===== config.mk =====
export PLATFORM = sky130hd
export DESIGN_NAME = mux_bus_ctrl
export DESIGN_NICKNAME = d
export VERILOG_FILES = /design/src/rtl/mbc_pkg.sv /design/src/rtl/mbc_seq.sv /design/src/rtl/mbc_pins.sv /design/src/rtl/mbc_rdcap.sv /design/src/rtl/mux_bus_ctrl.sv
export SDC_FILE = /design/constraint.sdc
export NUM_CORES = 1
export LEC_CHECK = 0
export CAP_MARGIN = 5
export CORE_ASPECT_RATIO = 0.75
export CORE_MARGIN = 3
export CORE_UTILIZATION = 43
export CTS_CLUSTER_SIZE = 24
export DETAILED_ROUTE_END_ITERATION = 10
export PLACE_DENSITY = 0.9
export SLEW_MARGIN = 10
export SYNTH_ARGS = -nofsm -noshare
export SYNTH_HDL_FRONTEND = slang
export SYNTH_HIERARCHICAL = 1
export SYNTH_SLANG_ARGS = --single-unit

===== constraint.sdc =====
create_clock -name clk -period 2.15 [get_ports clk]
set_input_delay 0.215 -clock clk [delete_from_list [all_inputs] [get_ports clk]]
set_output_delay 0.215 -clock clk [all_outputs]
set_load 0.02 [all_outputs]

===== src/rtl/mbc_pkg.sv =====
package mbc_pkg;
  typedef enum logic [2:0] {
    PH_IDLE  = 3'd0,
    PH_ADDR  = 3'd1,
    PH_STRB  = 3'd2,
    PH_WAIT  = 3'd3,
    PH_LAST  = 3'd4,
    PH_GRANT = 3'd5
  } mbc_phase_e;

  typedef enum logic [1:0] {
    STS_NONE  = 2'b00,
    STS_WRITE = 2'b01,
    STS_READ  = 2'b10,
    STS_FETCH = 2'b11
  } mbc_sts_e;

  typedef struct packed {
    logic write;
    logic io;
    logic fetch;
  } mbc_kind_t;

  function automatic mbc_sts_e kind_to_sts(mbc_kind_t k);
    if (k.write)      return STS_WRITE;
    else if (k.fetch) return STS_FETCH;
    else              return STS_READ;
  endfunction
endpackage


===== src/rtl/mbc_seq.sv =====
module mbc_seq
  import mbc_pkg::*;
#(
  parameter int AW = 16,
  parameter int DW = 8
) (
  input  logic            clk,
  input  logic            rst_n,
  input  logic            req_valid,
  output logic            req_ready,
  input  logic [AW-1:0]   req_addr,
  input  logic [DW-1:0]   req_wdata,
  input  mbc_kind_t       req_kind,
  input  logic            ready_in,
  input  logic            hold_in,
  output mbc_phase_e      phase,
  output logic [AW-1:0]   cur_addr,
  output logic [DW-1:0]   cur_wdata,
  output mbc_kind_t       cur_kind
);
  mbc_phase_e phase_nx;
  logic       take;

  assign req_ready = (phase == PH_IDLE) && !hold_in;
  assign take      = req_valid && req_ready;

  always_comb begin
    phase_nx = phase;
    unique case (phase)
      PH_IDLE:  if (hold_in) phase_nx = PH_GRANT;
                else if (req_valid) phase_nx = PH_ADDR;
      PH_ADDR:  phase_nx = PH_STRB;
      PH_STRB:  phase_nx = ready_in ? PH_LAST : PH_WAIT;
      PH_WAIT:  phase_nx = ready_in ? PH_LAST : PH_WAIT;
      PH_LAST:  phase_nx = hold_in ? PH_GRANT : PH_IDLE;
      PH_GRANT: phase_nx = hold_in ? PH_GRANT : PH_IDLE;
      default:  phase_nx = PH_IDLE;
    endcase
  end

  always_ff @(posedge clk or negedge rst_n) begin
    if (!rst_n) begin
      phase     <= PH_IDLE;
      cur_addr  <= '0;
      cur_wdata <= '0;
      cur_kind  <= '0;
    end else begin
      phase <= phase_nx;
      if (take) begin
        cur_addr  <= req_addr;
        cur_wdata <= req_wdata;
        cur_kind  <= req_kind;
      end
    end
  end
endmodule


===== src/rtl/mbc_pins.sv =====
module mbc_pins
  import mbc_pkg::*;
#(
  parameter int AW = 16,
  parameter int DW = 8,
  localparam int HW = AW - DW
) (
  input  mbc_phase_e      phase,
  input  logic [AW-1:0]   cur_addr,
  input  logic [DW-1:0]   cur_wdata,
  input  mbc_kind_t       cur_kind,
  output logic [HW-1:0]   ahi,
  output logic [DW-1:0]   ad_out,
  output logic            ad_oe,
  output logic            bus_oe,
  output logic            ale,
  output logic            rd_n,
  output logic            wr_n,
  output logic            iom,
  output logic [1:0]      st,
  output logic            hlda
);
  logic in_cycle, strobe_ph;

  always_comb begin
    in_cycle  = (phase == PH_ADDR) || (phase == PH_STRB) ||
                (phase == PH_WAIT) || (phase == PH_LAST);
    strobe_ph = (phase == PH_STRB) || (phase == PH_WAIT) || (phase == PH_LAST);
    ale       = (phase == PH_ADDR);
    ahi       = cur_addr[AW-1:DW];
    ad_out    = ale ? cur_addr[DW-1:0] : cur_wdata;
    ad_oe     = ale || (strobe_ph && cur_kind.write);
    rd_n      = !(strobe_ph && !cur_kind.write);
    wr_n      = !(strobe_ph && cur_kind.write);
    iom       = in_cycle && cur_kind.io;
    st        = in_cycle ? kind_to_sts(cur_kind) : STS_NONE;
    hlda      = (phase == PH_GRANT);
    bus_oe    = !hlda;
  end
endmodule


===== src/rtl/mbc_rdcap.sv =====
module mbc_rdcap
  import mbc_pkg::*;
#(
  parameter int DW = 8
) (
  input  logic          clk,
  input  logic          rst_n,
  input  mbc_phase_e    phase,
  input  mbc_kind_t     cur_kind,
  input  logic [DW-1:0] ad_in,
  output logic          rsp_valid,
  output logic [DW-1:0] rsp_rdata
);
  always_ff @(posedge clk or negedge rst_n) begin
    if (!rst_n) begin
      rsp_valid <= 1'b0;
      rsp_rdata <= '0;
    end else begin
      rsp_valid <= (phase == PH_LAST);
      if (phase == PH_LAST && !cur_kind.write) rsp_rdata <= ad_in;
    end
  end
endmodule


===== src/rtl/mux_bus_ctrl.sv =====
module mux_bus_ctrl
  import mbc_pkg::*;
#(
  parameter int AW = 16,
  parameter int DW = 8,
  localparam int HW = AW - DW
) (
  input  logic          clk,
  input  logic          rst_n,
  input  logic          req_valid,
  output logic          req_ready,
  input  logic [AW-1:0] req_addr,
  input  logic [DW-1:0] req_wdata,
  input  logic          req_write,
  input  logic          req_io,
  input  logic          req_fetch,
  output logic          rsp_valid,
  output logic [DW-1:0] rsp_rdata,
  output logic [HW-1:0] bus_ahi,
  output logic [DW-1:0] ad_out,
  input  logic [DW-1:0] ad_in,
  output logic          ad_oe,
  output logic          bus_oe,
  output logic          ale,
  output logic          rd_n,
  output logic          wr_n,
  output logic          iom,
  output logic [1:0]    st,
  input  logic          ready,
  input  logic          hold,
  output logic          hlda
);
  mbc_phase_e    phase;
  logic [AW-1:0] cur_addr;
  logic [DW-1:0] cur_wdata;
  mbc_kind_t     cur_kind, req_kind;

  assign req_kind = '{write: req_write, io: req_io, fetch: req_fetch};

  mbc_seq #(.AW(AW), .DW(DW)) u_seq (
    .clk(clk), .rst_n(rst_n), .req_valid(req_valid), .req_ready(req_ready),
    .req_addr(req_addr), .req_wdata(req_wdata), .req_kind(req_kind),
    .ready_in(ready), .hold_in(hold), .phase(phase),
    .cur_addr(cur_addr), .cur_wdata(cur_wdata), .cur_kind(cur_kind)
  );

  mbc_pins #(.AW(AW), .DW(DW)) u_pins (
    .phase(phase), .cur_addr(cur_addr), .cur_wdata(cur_wdata), .cur_kind(cur_kind),
    .ahi(bus_ahi), .ad_out(ad_out), .ad_oe(ad_oe), .bus_oe(bus_oe), .ale(ale),
    .rd_n(rd_n), .wr_n(wr_n), .iom(iom), .st(st), .hlda(hlda)
  );

  mbc_rdcap #(.DW(DW)) u_cap (
    .clk(clk), .rst_n(rst_n), .phase(phase), .cur_kind(cur_kind), .ad_in(ad_in),
    .rsp_valid(rsp_valid), .rsp_rdata(rsp_rdata)
  );
endmodule


==> metrics.csv <==
metric;value;unit
number of routed nets with antenna violations;0;
Final Hold Vio Count;0;
sequential power share;0.317;
CP required;1.93;ns
FF-to-FF setup slack;0.35;ns
total gr overflow;0;
Unique masters post-synth;24;
Max-Cap Viols;0;
Worst setup SP type;register;
FF+latch count, synth;39;
Clock Power Share;0.127;
Comb pwr share;0.556;
R2R Path Start;u_seq/phase[1];
compound-cell area share of the yosys netlist;0.02903;
Worst Setup Path Type;reg -> out;
WL/cell;15.46;microns
post-synthesis sequential area ratio;0.5267;
Critical Path Fanout Max;14;
core area;0.004104;sq mm
fin crit share;0.9495;
Starting Density;0.4515;
area growth from synthesis to layout;45.51;%
TritonCTS clock tree;done;
Residual DRC;0;
Least-Margin Pin Slew;0.8629;ns
Mapped Area;0.001853;sq mm
layout cell share with drive strength beyond 1;0.3096;
first-pass GRT wire length;6541;microns
Sw Share;0.3641;
vias in the first global route;1312;
simple-gate area share of the yosys netlist;0.08778;
Final WS setup;0.1085;ns
RSZ-0062 raised after global routing;no;
die area;0.005141;sq mm
status;finished, final reports clean;
total wire length;3897;microns
Setup violations, final;0;
mux cell area share after synthesis;0.3018;
met1 usage;0.2251;
Synth Area in Adders;0;
Die Y;62.85;microns
LEAKAGE;1.261;nW
Post-Syn Instances;122;
Pre-antenna DRT Iters;4;
via count;1179;
pin count of the biggest net entering global routing;40;
clock sink count;39;
Worst-path clk slew;0.07;ns
IO Pins;75;
clk_skew;0.005997;ns
TritonCTS Buffers;5;
Post-Syn Nets;162;
GR Layer Usage met2;0.2601;
# H-tree levels;2;
EDFF count, synth;0;
Finished Core Util;0.6570;
R2R depth;4;
Worst setup endpoint;rd_n;
PwrDens;1551;mW/mm^2
worst slack at placement;0.2755;ns
DR iter-0 viols;43;
Buffers on Ports;74;
initial antenna violation count;0;
clk buf depth;2;
number of synthesis warnings;6;
post-CTS setup buffers;0;
FMAX;0.4898;GHz
max-slew violations;0;
crit path capture type;output pin;
Slowest cell on crit path;clkdlybuf4s50_1;
xor-xnor portion of the synthesized cell area;0;
GRT met3 Usage;0.05187;
Worst Setup SP;u_seq/phase[1];
most used routing layer;met2;
Psw;1.523;mW
Post-synth ARST share;1.000;
Die W;81.80;microns
ys flop type;dfrtp_1;
antenna cells;0;
Int Power;2.660;mW
worst reg2reg path endpoint;u_seq/cur_addr[14];
Final HPWL DP;2869;microns
largest family of logic cells by synthesized area;multiplexers;
Critical Path AT;1.83;ns
Worst VDD drop;0.0009098;V
HP Class;in -> async;
All-Layer GR Usage;0.1664;
Row Count;20;
root buffer cell;clkbuf_8;
clock latency on the worst-skew pair;0.28;ns
Rel. slew slack;0.4247;
Fin Hold WS;0.04591;ns
final worst path period need;2.041;ns
routability cong.;0.7429;
nets;236;
cell chain of the critical path;buf_4 > nor2b_1 > o21bai_1 > clkdlybuf4s50_1;
slowest cell delay on critical path;0.62;ns
TNS Setup;0;ns
Avg Vias per Cell;4.679;
Avg Cell Area, Syn;15.19;sq um
==> power groups by stage <==
stage / Combinational [mW] / Sequential, mW / Clock, mW
6_report: 2.33 / 1.33 / 0.529
5_1_grt: 2.48 / 1.38 / 0.578
4_1_cts: 2.35 / 1.33 / 0.544
3_5_place_dp: 2.45 / 1.33 / 0
3_3_place_gp: 2.39 / 1.32 / 0
2_1_floorplan: 1.40 / 1.45 / 0
==> metrics by stage <==
stage,cell area [sq um],std cells,total power [mW]
global placement,2594,244,3.714
global route,2696,252,4.437
floorplan,1853,122,2.847
finish,2696,252,4.183
detailed placement,2594,244,3.782
CTS,2681,252,4.225
==> critical path, delay by kind of cell (launching register included) <==
family | cells | cell delay (ns)
buffers and inverters | 2 | 0.82
AO/OA/AOI/OAI | 1 | 0.15
flip-flops | 1 | 0.40
AND/OR/NAND/NOR | 1 | 0.18
==> worst min path at each step <==
stage | start | end | slack [ns] | cells past startpoint
after floorplan | rst_n | u_cap/rsp_rdata[0] | -0.08 | 0
after global placement | rst_n | u_seq/cur_addr[10] | 0.37 | 1
after detailed placement | rst_n | u_seq/cur_addr[10] | 0.38 | 1
after CTS | rst_n | u_seq/cur_addr[10] | 0.08 | 1
after global routing | rst_n | u_seq/cur_addr[10] | 0.11 | 1
final | rst_n | u_seq/cur_addr[10] | 0.05 | 1
==> timing repair <==
action / 4_1_cts / 5_1_grt
hold buffers: 0 / 0
endpoints found under the setup margin: 10 / 4
resized for setup: 10 / 5
==> cell usage after synthesis (3+ instances only) <==
master | n | share of area
dfrtp_1 | 39 | 0.53
mux2_2 | 23 | 0.14
mux2_4 | 20 | 0.16
buf_4 | 8 | 0.032
buf_6 | 3 | 0.018
nor3_1 | 3 | 0.0081
nor3b_1 | 3 | 0.012
==> flip-flops by register name, indices dropped and copies added (netlist names) <==
signal,count
u_seq/cur_addr,16
u_cap/rsp_valid,1
u_seq/phase,3
u_seq/cur_kind,3
u_cap/rsp_rdata,8
u_seq/cur_wdata,8
==> metal layers <==
layer / share of wire / up-vias
li1: - / 570
met1: 0.46 / 575
met2: 0.49 / 32
met3: 0.046 / 2
met4: 0.0031 / 0
met5: 0 / -
==> cell families (layout without fill, tap and decap cells) <==
group                  after synthesis  in the layout
buffers and inverters               13             88
multiplexers                        43             43
flip-flops                          39             39
AND/OR/NAND/NOR                     19             19
AO/OA/AOI/OAI                        8              8
==> area by class of cell <==
cell class                 instances  area (sq um)
clock buffer                       8         100.1
fill                             331          1408
inverter                           2         7.507
multi-input combinational         70         780.7
sequential                        39         975.9
tap                               55         68.82
timing repair buffer              78         763.2
==> layout by cell type (no fill, tap or decap) <==
cell type	netlist	routed
clkdlybuf4s50_1	0	59
dfrtp_1	39	39
mux2_2	23	23
mux2_4	20	20
dlygate4sd2_1	0	10
clkbuf_8	0	7
dlymetal6s2s_1	0	4
buf_4	8	4
nor3_1	3	3
nor3b_1	3	2
nor3b_2	1	2
nor2_1	2	2
inv_1	2	2
nor2b_1	2	2
o21ai_0	2	2
nand2b_1	2	2
o22ai_1	2	2
clkbuf_1	0	1
buf_2	0	1
nor4b_4	1	1
o21a_1	1	1
nand3b_1	1	1
and4bb_2	1	1
a211o_1	1	1
o21bai_1	1	1
nor4_4	1	1
nand2_4	1	1
a211oi_1	1	1
nand2_1	1	1
(Power assumes the default switching activity.)
